<file path="config.mk">
export PLATFORM = sky130hd
export DESIGN_NAME = rx_payload_realigner
export DESIGN_NICKNAME = d
export VERILOG_FILES = /design/src/rtl/rxr_pkg.sv /design/src/rtl/rxr_hdr_capture.sv /design/src/rtl/rxr_realign_ctrl.sv /design/src/rtl/rxr_out_stage.sv /design/src/rtl/rx_payload_realigner.sv
export SDC_FILE = /design/constraint.sdc
export NUM_CORES = 1
export LEC_CHECK = 0
export BUFFER_PORTS_ARGS = -buffer_cell sky130_fd_sc_hd__clkbuf_2
export CORE_UTILIZATION = 52
export CTS_CLUSTER_SIZE = 24
export DETAILED_ROUTE_END_ITERATION = 7
export PLACE_DENSITY = 0.75
export SKIP_CTS_REPAIR_TIMING = 1
export SLEW_MARGIN = 10
export SYNTH_ARGS = -nofsm -noshare
export SYNTH_HDL_FRONTEND = slang
export SYNTH_HIERARCHICAL = 1
export SYNTH_SLANG_ARGS = --single-unit
export TNS_END_PERCENT = 5
</file>
<file path="constraint.sdc">
create_clock -name clk -period 11.1 [get_ports clk]
set_clock_uncertainty 0.05 [all_clocks]
set_input_delay 1.11 -clock clk [delete_from_list [all_inputs] [get_ports clk]]
set_output_delay 1.11 -clock clk [all_outputs]
set_load 0.1 [all_outputs]
</file>
<file path="src/rtl/rxr_pkg.sv">
package rxr_pkg;
  typedef enum logic [1:0] {
    ST_HDR_A = 2'd0,  // waiting for first header beat
    ST_HDR_B = 2'd1,  // waiting for second header beat
    ST_BODY  = 2'd2,  // payload beats
    ST_TAIL  = 2'd3   // one held dword left to emit
  } rxr_state_e;
endpackage

</file>
<file path="src/rtl/rxr_hdr_capture.sv">
module rxr_hdr_capture #(
  parameter int DW         = 32,
  parameter int LEN_W      = 10,
  parameter int HAS_PL_BIT = 30,
  localparam int CNT_W     = LEN_W + 1
) (
  input  logic              clk,
  input  logic              rst_n,
  input  logic              cap_en,
  input  logic [2*DW-1:0]   in_data,
  output logic [DW-1:0]     hdr0,
  output logic [DW-1:0]     hdr1,
  output logic [CNT_W-1:0]  pay_len,
  output logic              has_pl
);
  logic [DW-1:0] hdr0_q, hdr1_q;

  always_ff @(posedge clk or negedge rst_n) begin
    if (!rst_n) begin
      hdr0_q <= '0;
      hdr1_q <= '0;
    end else if (cap_en) begin
      hdr0_q <= in_data[DW-1:0];
      hdr1_q <= in_data[2*DW-1:DW];
    end
  end

  // zero length field encodes the maximum length
  assign pay_len = {(hdr0_q[LEN_W-1:0] == '0), hdr0_q[LEN_W-1:0]};
  assign has_pl  = hdr0_q[HAS_PL_BIT];
  assign hdr0    = hdr0_q;
  assign hdr1    = hdr1_q;
endmodule

</file>
<file path="src/rtl/rxr_realign_ctrl.sv">
module rxr_realign_ctrl
  import rxr_pkg::*;
#(
  parameter int DW        = 32,
  parameter int LEN_W     = 10,
  parameter int ALIGN_BIT = 2,
  localparam int CNT_W    = LEN_W + 1
) (
  input  logic              clk,
  input  logic              rst_n,
  input  logic              in_valid,
  input  logic              in_sop,
  input  logic [2*DW-1:0]   in_data,
  output logic              in_ready,
  input  logic [CNT_W-1:0]  pay_len,
  input  logic              has_pl,
  input  logic              ld_ok,
  output logic              cap_en,
  output logic              emit,
  output logic [2*DW-1:0]   emit_data,
  output logic [1:0]        emit_dv,
  output logic              emit_sop,
  output logic              emit_eop,
  output logic [DW-1:0]     emit_hdr2
);
  rxr_state_e       st_q, st_d;
  logic [CNT_W-1:0] rem_q, rem_d;
  logic [DW-1:0]    hold_q, hold_d;
  logic [DW-1:0]    hdr2_q, hdr2_d;
  logic             mode_q, mode_d;
  logic             first_q, first_d;

  logic [DW-1:0] lo, hi;
  logic          unal_in, one_dw;
  assign lo      = in_data[DW-1:0];
  assign hi      = in_data[2*DW-1:DW];
  assign unal_in = lo[ALIGN_BIT];
  assign one_dw  = (pay_len == CNT_W'(1));

  always_comb begin
    st_d      = st_q;
    rem_d     = rem_q;
    hold_d    = hold_q;
    hdr2_d    = hdr2_q;
    mode_d    = mode_q;
    first_d   = first_q;
    in_ready  = 1'b0;
    cap_en    = 1'b0;
    emit      = 1'b0;
    emit_data = '0;
    emit_dv   = 2'b00;
    emit_sop  = 1'b0;
    emit_eop  = 1'b0;
    case (st_q)
      ST_HDR_A: begin
        in_ready = 1'b1;
        if (in_valid && in_sop) begin
          cap_en = 1'b1;
          st_d   = ST_HDR_B;
        end
      end
      ST_HDR_B: begin
        in_ready = (!has_pl || (unal_in && one_dw)) ? ld_ok : 1'b1;
        if (in_valid && in_ready) begin
          hdr2_d  = lo;
          mode_d  = unal_in;
          first_d = 1'b1;
          if (!has_pl) begin
            emit     = 1'b1;
            emit_sop = 1'b1;
            emit_eop = 1'b1;
            st_d     = ST_HDR_A;
          end else if (unal_in) begin
            if (one_dw) begin
              emit      = 1'b1;
              emit_data = {{DW{1'b0}}, hi};
              emit_dv   = 2'b01;
              emit_sop  = 1'b1;
              emit_eop  = 1'b1;
              st_d      = ST_HDR_A;
            end else begin
              hold_d = hi;
              rem_d  = pay_len - CNT_W'(1);
              st_d   = ST_BODY;
            end
          end else begin
            rem_d = pay_len;
            st_d  = ST_BODY;
          end
        end
      end
      ST_BODY: begin
        in_ready = ld_ok;
        if (in_valid && ld_ok) begin
          emit     = 1'b1;
          emit_sop = first_q;
          first_d  = 1'b0;
          if (!mode_q) begin
            emit_data = in_data;
            if (rem_q <= CNT_W'(2)) begin
              emit_dv  = (rem_q == CNT_W'(1)) ? 2'b01 : 2'b11;
              emit_eop = 1'b1;
              st_d     = ST_HDR_A;
            end else begin
              emit_dv = 2'b11;
              rem_d   = rem_q - CNT_W'(2);
            end
          end else begin
            emit_data = {lo, hold_q};
            emit_dv   = 2'b11;
            if (rem_q == CNT_W'(1)) begin
              emit_eop = 1'b1;
              st_d     = ST_HDR_A;
            end else begin
              hold_d = hi;
              rem_d  = rem_q - CNT_W'(2);
              if (rem_q == CNT_W'(2)) st_d = ST_TAIL;
            end
          end
        end
      end
      ST_TAIL: begin
        if (ld_ok) begin
          emit      = 1'b1;
          emit_data = {{DW{1'b0}}, hold_q};
          emit_dv   = 2'b01;
          emit_eop  = 1'b1;
          st_d      = ST_HDR_A;
        end
      end
      default: st_d = ST_HDR_A;
    endcase
  end

  assign emit_hdr2 = (st_q == ST_HDR_B) ? lo : hdr2_q;

  always_ff @(posedge clk or negedge rst_n) begin
    if (!rst_n) begin
      st_q    <= ST_HDR_A;
      rem_q   <= '0;
      hold_q  <= '0;
      hdr2_q  <= '0;
      mode_q  <= 1'b0;
      first_q <= 1'b0;
    end else begin
      st_q    <= st_d;
      rem_q   <= rem_d;
      hold_q  <= hold_d;
      hdr2_q  <= hdr2_d;
      mode_q  <= mode_d;
      first_q <= first_d;
    end
  end
endmodule

</file>
<file path="src/rtl/rxr_out_stage.sv">
module rxr_out_stage #(
  parameter int DW = 32
) (
  input  logic             clk,
  input  logic             rst_n,
  input  logic             emit,
  input  logic [2*DW-1:0]  emit_data,
  input  logic [1:0]       emit_dv,
  input  logic             emit_sop,
  input  logic             emit_eop,
  input  logic [DW-1:0]    hdr0,
  input  logic [DW-1:0]    hdr1,
  input  logic [DW-1:0]    hdr2,
  input  logic             out_ready,
  output logic             ld_ok,
  output logic             out_valid,
  output logic [2*DW-1:0]  out_data,
  output logic [1:0]       out_dv,
  output logic             out_sop,
  output logic             out_eop,
  output logic [DW-1:0]    out_hdr0,
  output logic [DW-1:0]    out_hdr1,
  output logic [DW-1:0]    out_hdr2
);
  logic valid_q, valid_d;

  assign ld_ok = !valid_q || out_ready;

  always_comb begin
    valid_d = valid_q;
    if (emit)           valid_d = 1'b1;
    else if (out_ready) valid_d = 1'b0;
  end

  always_ff @(posedge clk or negedge rst_n) begin
    if (!rst_n) valid_q <= 1'b0;
    else        valid_q <= valid_d;
  end

  always_ff @(posedge clk or negedge rst_n) begin
    if (!rst_n) begin
      out_data <= '0;
      out_dv   <= 2'b00;
      out_sop  <= 1'b0;
      out_eop  <= 1'b0;
      out_hdr0 <= '0;
      out_hdr1 <= '0;
      out_hdr2 <= '0;
    end else if (emit) begin
      out_data <= emit_data;
      out_dv   <= emit_dv;
      out_sop  <= emit_sop;
      out_eop  <= emit_eop;
      out_hdr0 <= hdr0;
      out_hdr1 <= hdr1;
      out_hdr2 <= hdr2;
    end
  end

  assign out_valid = valid_q;
endmodule

</file>
<file path="src/rtl/rx_payload_realigner.sv">
module rx_payload_realigner #(
  parameter int DW         = 32,
  parameter int LEN_W      = 10,
  parameter int HAS_PL_BIT = 30,
  parameter int ALIGN_BIT  = 2,
  localparam int CNT_W     = LEN_W + 1
) (
  input  logic             clk,
  input  logic             rst_ni,
  input  logic             in_valid,
  output logic             in_ready,
  input  logic             in_sop,
  input  logic [2*DW-1:0]  in_data,
  output logic             out_valid,
  input  logic             out_ready,
  output logic [2*DW-1:0]  out_data,
  output logic [1:0]       out_dv,
  output logic             out_sop,
  output logic             out_eop,
  output logic [DW-1:0]    out_hdr0,
  output logic [DW-1:0]    out_hdr1,
  output logic [DW-1:0]    out_hdr2,
  output logic [3:0]       out_first_be,
  output logic [3:0]       out_last_be
);
  // reset asserted asynchronously, released on a clock edge
  logic [1:0] rst_sync_q;
  logic       rst_n;
  always_ff @(posedge clk or negedge rst_ni) begin
    if (!rst_ni) rst_sync_q <= 2'b00;
    else         rst_sync_q <= {rst_sync_q[0], 1'b1};
  end
  assign rst_n = rst_sync_q[1];

  logic             cap_en, has_pl, ld_ok, emit, emit_sop, emit_eop;
  logic [CNT_W-1:0] pay_len;
  logic [DW-1:0]    hdr0, hdr1, emit_hdr2;
  logic [2*DW-1:0]  emit_data;
  logic [1:0]       emit_dv;

  rxr_hdr_capture #(.DW(DW), .LEN_W(LEN_W), .HAS_PL_BIT(HAS_PL_BIT)) u_cap (
    .clk(clk), .rst_n(rst_n), .cap_en(cap_en), .in_data(in_data),
    .hdr0(hdr0), .hdr1(hdr1), .pay_len(pay_len), .has_pl(has_pl)
  );

  rxr_realign_ctrl #(.DW(DW), .LEN_W(LEN_W), .ALIGN_BIT(ALIGN_BIT)) u_ctrl (
    .clk(clk), .rst_n(rst_n), .in_valid(in_valid), .in_sop(in_sop),
    .in_data(in_data), .in_ready(in_ready), .pay_len(pay_len),
    .has_pl(has_pl), .ld_ok(ld_ok), .cap_en(cap_en), .emit(emit),
    .emit_data(emit_data), .emit_dv(emit_dv), .emit_sop(emit_sop),
    .emit_eop(emit_eop), .emit_hdr2(emit_hdr2)
  );

  rxr_out_stage #(.DW(DW)) u_out (
    .clk(clk), .rst_n(rst_n), .emit(emit), .emit_data(emit_data),
    .emit_dv(emit_dv), .emit_sop(emit_sop), .emit_eop(emit_eop),
    .hdr0(hdr0), .hdr1(hdr1), .hdr2(emit_hdr2), .out_ready(out_ready),
    .ld_ok(ld_ok), .out_valid(out_valid), .out_data(out_data),
    .out_dv(out_dv), .out_sop(out_sop), .out_eop(out_eop),
    .out_hdr0(out_hdr0), .out_hdr1(out_hdr1), .out_hdr2(out_hdr2)
  );

  assign out_first_be = out_hdr1[3:0];
  assign out_last_be  = out_hdr1[7:4];
endmodule

</file>
==> results.txt, run 1 <==
- Across the run, the number of max-cap violations was 0.
* Number of buffers inserted during clock tree synthesis: 35
- Counting distinct cell types in the post-synthesis netlist gives 55.
* Post-synthesis instance area: 14200 sq um
* List of most frequent post-synthesis cells: dfrtp_1 (309), mux2_2 (290), nand2_1 (55)
* Clock-pin slew on the worst setup and hold paths: 60 ps
- Yosys synthesis warning count: 6
* Dominant register cell in the synthesized netlist: dfrtp_1
* Ratio of routed vias to standard cells: 5.80
- Fraction of synthesized area in multiplexers: 0.291
* Relative slew margins: 0.142
* Source-to-sink clock delay at the later pin of the worst-skew pair: 500 ps
- HPWL after detailed placement: 21700 microns
* GRT Overall Usage: 0.249
- Measured along the y axis, the die boundary spans 167 microns.
* Kind of start point of the critical path: flip-flop
- By area, the combinational part of the netlist is dominated by multiplexers.
- Critical Path Slowest Stage Cell: ha_2
* Total number of H-tree levels: 2
* Fmax: 0.200 GHz
- The congestion estimate from routability-driven global placement came to 0.877.
- Of the total synthesized cell area, the portion taken by XOR and XNOR cells is 0.00619.
- Count of unresolved DRC violations after routing: 0
* Part of the Yosys area used for sequential elements: 0.546
- Delay contributed by the slowest stage of the critical path: 1030 ps
- The detail route stage leaves a number of antenna-violating nets equal to 0.
* Remaining Overflow, GRT: 0
- After detailed routing, the average wire length per cell comes to 21.1 microns.
* Number of antenna violations at the first check in global routing: 0
* Number of detailed-route iterations in the first pass: 5
- After synthesis the netlist holds a flip-flop and latch count of 309.
- Final TNS setup: 0 ps
* Slew of the pin with the lowest slew margin: 1280 ps
- Number of diodes: 0
- Fill cells in the final layout number 2069.
- The number of global-route vias before repair is 9641.
* Number of synthesized flops with an enable pin: 0
- STA classifies the critical path endpoint as a flip-flop.
- Clk root buf: clkbuf_16
- Critical path arrival: 5330 ps
* Final Hold Viols: 0
* Synth-to-layout area growth: 16.8%
* Worst-case clock buffer depth: 3
- The first global-routing pass estimated 54900 microns of wire.
- Hold Crit Class: flip-flop to async pin
- Of the total synthesized cell area, the portion taken by AND, OR, NAND and NOR gates is 0.0498.
* Cell Chain, Critical Path: inv_1 > ha_2 > inv_1 > nor2_1 > o21ai_0 > a21oi_4 > buf_4 > buf_4 > mux2_2
- Number of nets in the finished design: 1340
- Width of the die: 167 microns
- The largest total area in the synthesized netlist belongs to dfrtp_1.
- Maximum number of pins on one net before global-route repair: 77
* Clock tree from TritonCTS: yes
* IO Pins: 243
- Total area of multi-input combinational cells: 5880 sq um
- Port Buffer Count: 242
- Total number of vias: 9438
- Wirelength, routed: 34300 microns
- For this run, asynchronously set or reset flops after synthesis account for 1.00.
* Area share of fa/ha/maj cells after synthesis: 0.00707
- The run finished with clean final reports.
- Violation count after the first detailed-route iteration: 551
* Ratio of final minimum period to clock period: 0.450
- Synthesis handed over a netlist of 1057 instances.
- Along the worst path, the maximum fanout reaches 58.
* Core footprint: 26800 sq um
* Required time worst endpoint: 11430 ps
* Layout cells sized above 1: 0.505
* Number of sinks handled by clock tree synthesis: 309
* Mean Syn Cell Area: 13.4 sq um
- The complex-gate fraction of the synthesized area is 0.0562.
* Main area contributors after synthesis: dfrtp_1 (55%), mux2_2 (23%), mux2_4 (3.2%), mux2i_1 (2.3%), a22oi_1 (1.7%)
- Cell count after placement: 1567
* Synth Net Count: 1134
- Setup-violating endpoint count in the final report: 0
- Sequential cell area: 7740 sq um
- Unrepaired setup endpoints after global routing: false
- Path type of the worst setup path: flip-flop to flip-flop
- Initial core utilization: 0.528
* Final cell count without fillers: 1628
- Shortest period the worst path allows: 4990 ps
- Rows: 60
- Of the post-synthesis cell area, the dominant cell type holds 0.546.
* Leading cell type by number of instances after synthesis: dfrtp_1
* Max-slew violation count: 0
- The floorplan step defined a die boundary enclosing 27900 sq um.
-- area by class of cell --
class	count	share of cell area
sequential	309	0.468
clock buffer	49	0.0622
tap	341	0.0258
inverter	12	0.00272
multi-input combinational	651	0.355
timing repair buffer	254	0.0787
clock inverter	12	0.00749
-- logic make-up (layout without fill, tap and decap cells) --
| logic type | Yosys count | count (layout) |
|---|---|---|
| muxes | 360 | 360 |
| AOI/OAI and AO/OA | 122 | 122 |
| DFF | 309 | 309 |
| other | 1 | 1 |
| xor gates and xnor gates | 10 | 10 |
| buffers and inverters | 97 | 327 |
| and+or+nand+nor | 150 | 150 |
| adders and majority gates | 8 | 8 |
-- worst max-delay path: cells and delay by family (launching register included) --
family / cells / cell delay, ps
AOI/OAI and AO/OA: 2 / 980
adders and majority gates: 1 / 1030
buffers and inverters: 4 / 1520
DFF: 1 / 430
muxes: 1 / 420
and+or+nand+nor: 1 / 350
-- metal layers --
metal	share of wire	up-vias	global-route usage	wire length [microns]
met2	0.46	314	0.394	15900
met1	0.45	4905	0.347	15300
met4	0.018	0	0.0608	610
met5	0	-	0	0
li1	-	4177	-	-
met3	0.072	42	0.0587	2460
-- worst paths after layout --
check	from	endpoint	slack (ps)	cells past startpoint
min reg2reg	rst_sync_q[1]$_DFF_PN0_	u_out/out_hdr2[6]$_DFFE_PN0P_	290	0
min	rst_sync_q[1]$_DFF_PN0_	u_out/out_hdr2[6]$_DFFE_PN0P_	290	0
max reg2reg	u_ctrl/st_q[1]$_DFFE_PN0P_	u_out/out_hdr2[23]$_DFFE_PN0P_	6110	9
max in group asynchronous	rst_sync_q[1]$_DFF_PN0_	u_ctrl/hdr2_q[21]$_DFFE_PN0P_	8460	2
max	u_ctrl/st_q[1]$_DFFE_PN0P_	u_out/out_hdr2[23]$_DFFE_PN0P_	6110	9
min in group clk	rst_sync_q[0]$_DFF_PN0_	rst_sync_q[1]$_DFF_PN0_	300	0
-- cells in the final DEF, fill, tap and decap left out, types with 12 or more instances in the layout --
cell       Yosys  final
a22oi_1       32     32
buf_4         22     12
nor2_1        46     44
inv_1         12     12
mux2_4        30     30
clkbuf_16      0     35
clkbuf_2       0    242
nand2_1       55     55
mux2_2       290    290
a21oi_1       45     43
dfrtp_1      309    307
mux2i_1       33     33
-- per-stage QoR --
stage / instance area, sq um / setup slack [ps] / util / hold WS [ps]
after floorplan: 14200 / 1800 / - / 281
after global placement: 15400 / 6260 / 0.574 / 291
after detailed placement: 15400 / 6150 / 0.574 / 285
after CTS: 16500 / 6180 / 0.617 / 298
after global routing: 16500 / 5800 / 0.617 / 303
final: 16500 / 6110 / 0.617 / 288
-- registers in the layout (all words and copies together), names as in the netlist, 11 cells and up --
register / count
u_out/out_data: 64
u_cap/hdr0: 32
u_cap/hdr1: 32
u_ctrl/hdr2_q: 32
u_ctrl/hold_q: 32
u_out/out_hdr0: 32
u_out/out_hdr1: 32
u_out/out_hdr2: 32
u_ctrl/rem_q: 11
Power of run 1 is not shown: default switching activity piles up to over one toggle a cycle in this logic, so the estimate is an artifact.
==> run 2: changes to the inputs <==
--- a/config.mk
+++ b/config.mk
@@ -6,10 +6,10 @@
 export NUM_CORES = 1
 export LEC_CHECK = 0
 export BUFFER_PORTS_ARGS = -buffer_cell sky130_fd_sc_hd__clkbuf_2
-export CORE_UTILIZATION = 52
+export CORE_UTILIZATION = 51
 export CTS_CLUSTER_SIZE = 24
 export DETAILED_ROUTE_END_ITERATION = 7
-export PLACE_DENSITY = 0.75
+export PLACE_DENSITY = 0.76
 export SKIP_CTS_REPAIR_TIMING = 1
 export SLEW_MARGIN = 10
 export SYNTH_ARGS = -nofsm -noshare
==> constraint.sdc (replaced) <==
create_clock -name clk -period 4.1 [get_ports clk]
set_clock_uncertainty 0.05 [all_clocks]
set_input_delay 0.41 -clock clk [delete_from_list [all_inputs] [get_ports clk]]
set_output_delay 0.41 -clock clk [all_outputs]
set_load 0.1 [all_outputs]
==> run 2 against run 1 <==
Sequential share of layout area is 0.59 points lower; die area is 1.9% higher; critical path depth is 1 lower; register-to-register slack worse by 5300 ps; non-clock buffer count is 12 higher; cell count is 2.5% higher; core utilization is 0.092 points higher; final area is 1.3% higher; setup slack worse by 5800 ps; worst hold slack worse by 140 ps; global-route usage is 0.21 points lower; highest routed layer unchanged.
==> results.txt, run 2 (synthesis gave the netlist of run 1 again) <==
- Using the TritonRoute via totals, the vias-per-cell ratio works out to 5.56.
* Source-to-sink clock delay at the later pin of the worst-skew pair: 500 ps
- Counting the fill cells in the layout gives 2138.
- Layout cells sized above 1: 0.507
- The sequential cells in the finished layout cover a total of 7740 sq um.
* Total number of H-tree levels: 2
- Violation count after the first detailed-route iteration: 596
* Number of diodes: 0
- Path type of the worst setup path: flip-flop to output pin
- Final Hold Viols: 0
* WL per Instance: 20.5 microns
- Cell count after placement: 1608
- The number of global-route vias before repair was 9652.
* Max-slew violation count: 0
- In the final design database the tool counted 1352 nets.
- Largest delay share family, worst path: simple AND/OR/NAND/NOR gates
- The tree is rooted in a clkbuf_16.
- Clock tree synthesis inserted a total of 35 buffers.
* Hold Crit Class: primary input to flip-flop
- Row generation in the floorplan step produced 60 rows.
- Port buffering added 242 buffers.
- Width of the die: 169 microns
- Critical path arrival: 3290 ps
- Fmax: 0.267 GHz
* Sum of buffers and inverters on the critical path: 1
* Ratio of final minimum period to clock period: 0.914
- The congestion estimate from routability-driven global placement came to 0.862.
* Clock tree from TritonCTS: yes
- Shortest period the worst path allows: 3750 ps
- The register with the most flip-flops in the layout has 64 of them.
- Final cell count without fillers: 1669
- STA classifies the critical path endpoint as an output pin.
- Number of antenna violations at the first check in global routing: 0
- Along the worst path, the maximum fanout reaches 9.
- Pre-CTS setup slack: 807 ps
- The worst setup path is launched from a flip-flop.
* Final core utilization: 0.618
- The floorplan step defined a die boundary enclosing 28400 sq um.
- Initial core utilization: 0.522
* Register-to-register setup slack: 770 ps
- For this block, the via count after detailed routing is 9282.
- Total area of multi-input combinational cells: 5880 sq um
* Remaining Overflow, GRT: 0
- Once routing completed, OpenROAD measured the worst setup slack at 351 ps.
- For the worst setup path, the data required time is 3640 ps.
- After clock tree synthesis, the clock-pin slew on the worst setup and hold paths is 60 ps.
- Final TNS setup: 0 ps
- Setup-violating endpoint count in the final report: 0
* Number of sinks handled by clock tree synthesis: 309
* Remaining number of nets flagged by the antenna check after routing: 0
- In the global route stage, overall resource usage came out at 0.247.
- In the routed design, unresolved DRC markers number 0.
- From synthesis to final layout, the design area changed by 18.3%.
* Commonest cells after routing, fill and taps aside: dfrtp_1 (307), mux2_2 (290), clkbuf_2 (242), nand2_1 (55), nor2_1 (44)
- HPWL after detailed placement: 22200 microns
- In this run the vertical extent of the chip is 169 microns.
- Measured against its own limit, the worst slew margin works out to 0.320.
- Max-cap violations in this run came to 0.
- The first global-routing pass estimated 54800 microns of wire.
- Number of detailed-route iterations in the first pass: 5
- Leaving out fill and tap cells, the most frequent cell in the layout is dfrtp_1.
- At the pin with the least slew margin, the transition time is 1020 ps.
- Traced cell by cell, the critical path runs through or4_4 > nor4_2 > nand3b_1 > o31a_1 > nand2_1 > a22o_1 > a21oi_1 > clkbuf_2.
- The slowest stage of the critical path is the or4_4 cell.
* Wirelength, routed: 34300 microns
- Maximum number of pins on one net before global-route repair: 89
- Unrepaired setup endpoints after global routing: false
* Core footprint: 27100 sq um
- Largest Register: u_out/out_data
- Delay contributed by the slowest stage of the critical path: 550 ps
- In this run the deepest clock path goes through 3 buffers.
* IO Pins: 243
- Run status: finished clean
## run 2: changes by cell type in the layout (fill, tap and decap cells not counted), sizes merged
cell / change
buf: +11
dlygate4sd3: +1
clkinvlp: -1
clkbuf: -1
## run 2: path summary, 6_finish.rpt
| kind | startpoint | to | cells after the start |
|---|---|---|---|
| worst max-delay path | u_cap/hdr0[6]$_DFFE_PN0P_ | in_ready | 8 |
| worst min-delay path | in_data[36] | u_cap/hdr1[4]$_DFFE_PN0P_ | 2 |
| worst max register to register | u_cap/hdr0[6]$_DFFE_PN0P_ | u_out/out_data[52]$_DFFE_PN0P_ | 7 |
| worst min register to register | rst_sync_q[0]$_DFF_PN0_ | rst_sync_q[1]$_DFF_PN0_ | 0 |
| max in group asynchronous | rst_sync_q[1]$_DFF_PN0_ | u_ctrl/hold_q[18]$_DFFE_PN0P_ | 1 |
| min in group asynchronous | rst_ni | rst_sync_q[1]$_DFF_PN0_ | 2 |
## run 2: final cells by class
class	instances	area share
clock inverters	11	0.00717
clock buffers	48	0.0594
multi-input cells	651	0.351
flip-flops and latches	309	0.462
well taps	372	0.0278
inverters	12	0.00269
repair buffers	266	0.0901
## run 2: stage by stage
step	cell area (sq um)	hold WS [ps]
after global routing	16800	145
after detailed placement	15600	149
after global placement	15600	146
after floorplan	14200	64.4
final	16800	146
after CTS	16700	-376
## run 2: layer usage
layer | track usage | share of wire | up-vias
met5 | 0 | 0 | -
met4 | 0.0601 | 0.020 | 0
li1 | - | - | 4193
met2 | 0.399 | 0.48 | 288
met1 | 0.339 | 0.44 | 4748
met3 | 0.0575 | 0.065 | 53
Power of run 2 is left out for the same reason.
==> run 3: changes to the inputs <==
--- a/config.mk
+++ b/config.mk
@@ -6,10 +6,10 @@
 export NUM_CORES = 1
 export LEC_CHECK = 0
 export BUFFER_PORTS_ARGS = -buffer_cell sky130_fd_sc_hd__clkbuf_2
-export CORE_UTILIZATION = 51
+export CORE_UTILIZATION = 52
 export CTS_CLUSTER_SIZE = 24
 export DETAILED_ROUTE_END_ITERATION = 7
-export PLACE_DENSITY = 0.76
+export PLACE_DENSITY = 0.75
 export SKIP_CTS_REPAIR_TIMING = 1
 export SLEW_MARGIN = 10
 export SYNTH_ARGS = -nofsm -noshare
==> constraint.sdc (replaced) <==
create_clock -name clk -period 4.8 [get_ports clk]
set_clock_uncertainty 0.05 [all_clocks]
set_input_delay 0.48 -clock clk [delete_from_list [all_inputs] [get_ports clk]]
set_output_delay 0.48 -clock clk [all_outputs]
set_load 0.1 [all_outputs]
==> run 3 against run 2 <==
Core utilization about the same; cell count down 2.3%; final area down 1.2%; non-clock buffer count down 8; critical path depth unchanged; routed wire length down 1.6%; worst hold slack better by 71 ps; sequential share of layout area up 0.54 points; via count down 0.23%; register-to-register slack better by 710 ps; critical path type unchanged; highest routed layer unchanged; die area down 1.9%; critical endpoint unchanged; largest cell class unchanged.
==> results.txt, run 3 (synthesis gave the netlist of run 1 again) <==
- The tool flagged a number of max-cap violations equal to 0.
- Core footprint: 26800 sq um
- At the worst endpoint, the required time is 4270 ps.
- In this run, the number of DRC markers left after iteration 0 of detailed routing was 457.
* IO Pins: 243
- Shortest period the worst path allows: 3800 ps
- Path type of the worst setup path: flip-flop to output pin
- The register with the most flip-flops in the layout has 64 of them.
- The die covers 27900 sq um.
- Synth-to-layout area growth: 17.0%
- Remaining Overflow, GRT: 0
* Initial core utilization: 0.528
- Number of detailed-route iterations in the first pass: 5
* Commonest cells after routing, fill and taps aside: dfrtp_1 (307), mux2_2 (290), clkbuf_2 (242), nand2_1 (55), nor2_1 (44)
* Critical path arrival: 3270 ps
- For the pin with the worst max-slew slack, the measured transition is 1240 ps.
- The run finished with clean final reports.
- TritonCTS built the clock tree.
* Source-to-sink clock delay at the later pin of the worst-skew pair: 500 ps
- Number of sinks handled by clock tree synthesis: 309
- The HPWL after detailed placement is 21300 microns.
* Remaining number of nets flagged by the antenna check after routing: 0
- Maximum number of pins on one net before global-route repair: 147
- Once layout is complete, the utilization of the core stands at 0.618.
* Most frequent standard cell in the layout excluding fill and tap cells: dfrtp_1
- Width of the die: 167 microns
* Kind of start point of the critical path: flip-flop
- Relative slew margins: 0.174
- Wirelength, routed: 33700 microns
- Cell count after placement: 1570
* Final Hold Viols: 0
- Counting along the longest clock path gives a buffer depth of 3.
- Ratio of final minimum period to clock period: 0.793
* Worst setup EP type: output pin
- The repair_antennas step left the layout with diodes totalling 0.
- Final TNS setup: 0 ps
* Ratio of routed vias to standard cells: 5.68
- The number of max-slew violations in the final report is 0.
* Rows: 60
* Placer congestion estimate: 0.839
- WL per Instance: 20.7 microns
- Port Buffer Count: 242
* Setup-violating endpoint count in the final report: 0
- In this run the cell area measured after placement is 15400 sq um.
- Largest Register: u_out/out_data
- Die height: 167 microns
- Top fanout value on the critical path: 8
- Unrepaired setup endpoints after global routing: false
- In the final design database the tool counted 1343 nets.
- The initial antenna violation count is 0.
- The H-tree was split into 2 levels.
- Wire length of the first global-routing pass: 54000 microns
- The number of global-route vias before repair came to 9592.
* Fmax: 0.263 GHz
- The root buffer cell chosen for the clock tree is clkbuf_16.
- Buffers inserted during clock tree synthesis total 34.
* Finished layout cell area: 16600 sq um
- Layout cells sized above 1: 0.502
- GRT Overall Usage: 0.245
- The finished layout holds 1631 standard cells, fillers aside.
- Total number of vias: 9261
- After detailed routing, the number of remaining DRC violations is 0.
- After clock tree synthesis, the clock-pin slew on the worst setup and hold paths is 60 ps.
* Hold Crit Class: primary input to flip-flop
-- run 3: cell count changes in the layout (fill, tap and decap cells not counted), sizes merged --
cell      delta
clkinv       -1
clkbuf       +1
clkinvlp     +1
buf          -8
-- run 3: metrics by stage --
stage | hold slack [ps] | worst slack (ps)
6_report | 217 | 996
2_1_floorplan | 134 | 983
3_3_place_gp | 216 | 1560
4_1_cts | -312 | 1010
5_1_grt | 202 | 854
3_5_place_dp | 219 | 1540
-- run 3: worst paths after layout --
check | endpoint | cells past startpoint | slack, ps | from
max | in_ready | 8 | 1000 | u_cap/hdr0[7]$_DFFE_PN0P_
min | u_ctrl/hold_q[16]$_DFFE_PN0P_ | 2 | 220 | in_data[48]
max reg2reg | u_out/out_data[21]$_DFFE_PN0P_ | 7 | 1480 | u_ctrl/st_q[0]$_DFFE_PN0P_
min reg2reg | rst_sync_q[1]$_DFF_PN0_ | 0 | 300 | rst_sync_q[0]$_DFF_PN0_
max in group asynchronous | u_cap/hdr0[28]$_DFFE_PN0P_ | 1 | 3010 | rst_sync_q[1]$_DFF_PN0_
min in group asynchronous | rst_sync_q[1]$_DFF_PN0_ | 2 | 250 | rst_ni
-- run 3: worst max-delay path, cell delays in order, from the launching register on --
cell      delay [ps]
dfrtp_1          460
or4_4            560
nor4_2           350
nand3b_1         190
o31a_1           200
nand2_1           90
a22o_1           220
a21oi_1          200
clkbuf_2         490
-- run 3: final cells by class --
class                      count  area, sq um
tap                          341          427
inverter                      12         45.0
sequential                   309         7740
clock inverter                11          111
multi-input combinational    651         5880
clock buffer                  49          988
fill                        2128        10200
timing repair buffer         258         1370
-- run 3: layer usage --
metal	wire length, microns	part of all wire	global-route usage	vias to the layer above
li1	-	-	-	4183
met1	15000	0.44	0.332	4754
met2	15900	0.47	0.392	265
met3	2090	0.062	0.0585	59
met4	775	0.023	0.0713	0
met5	0	0	0	-
Power of run 3 is left out for the same reason.
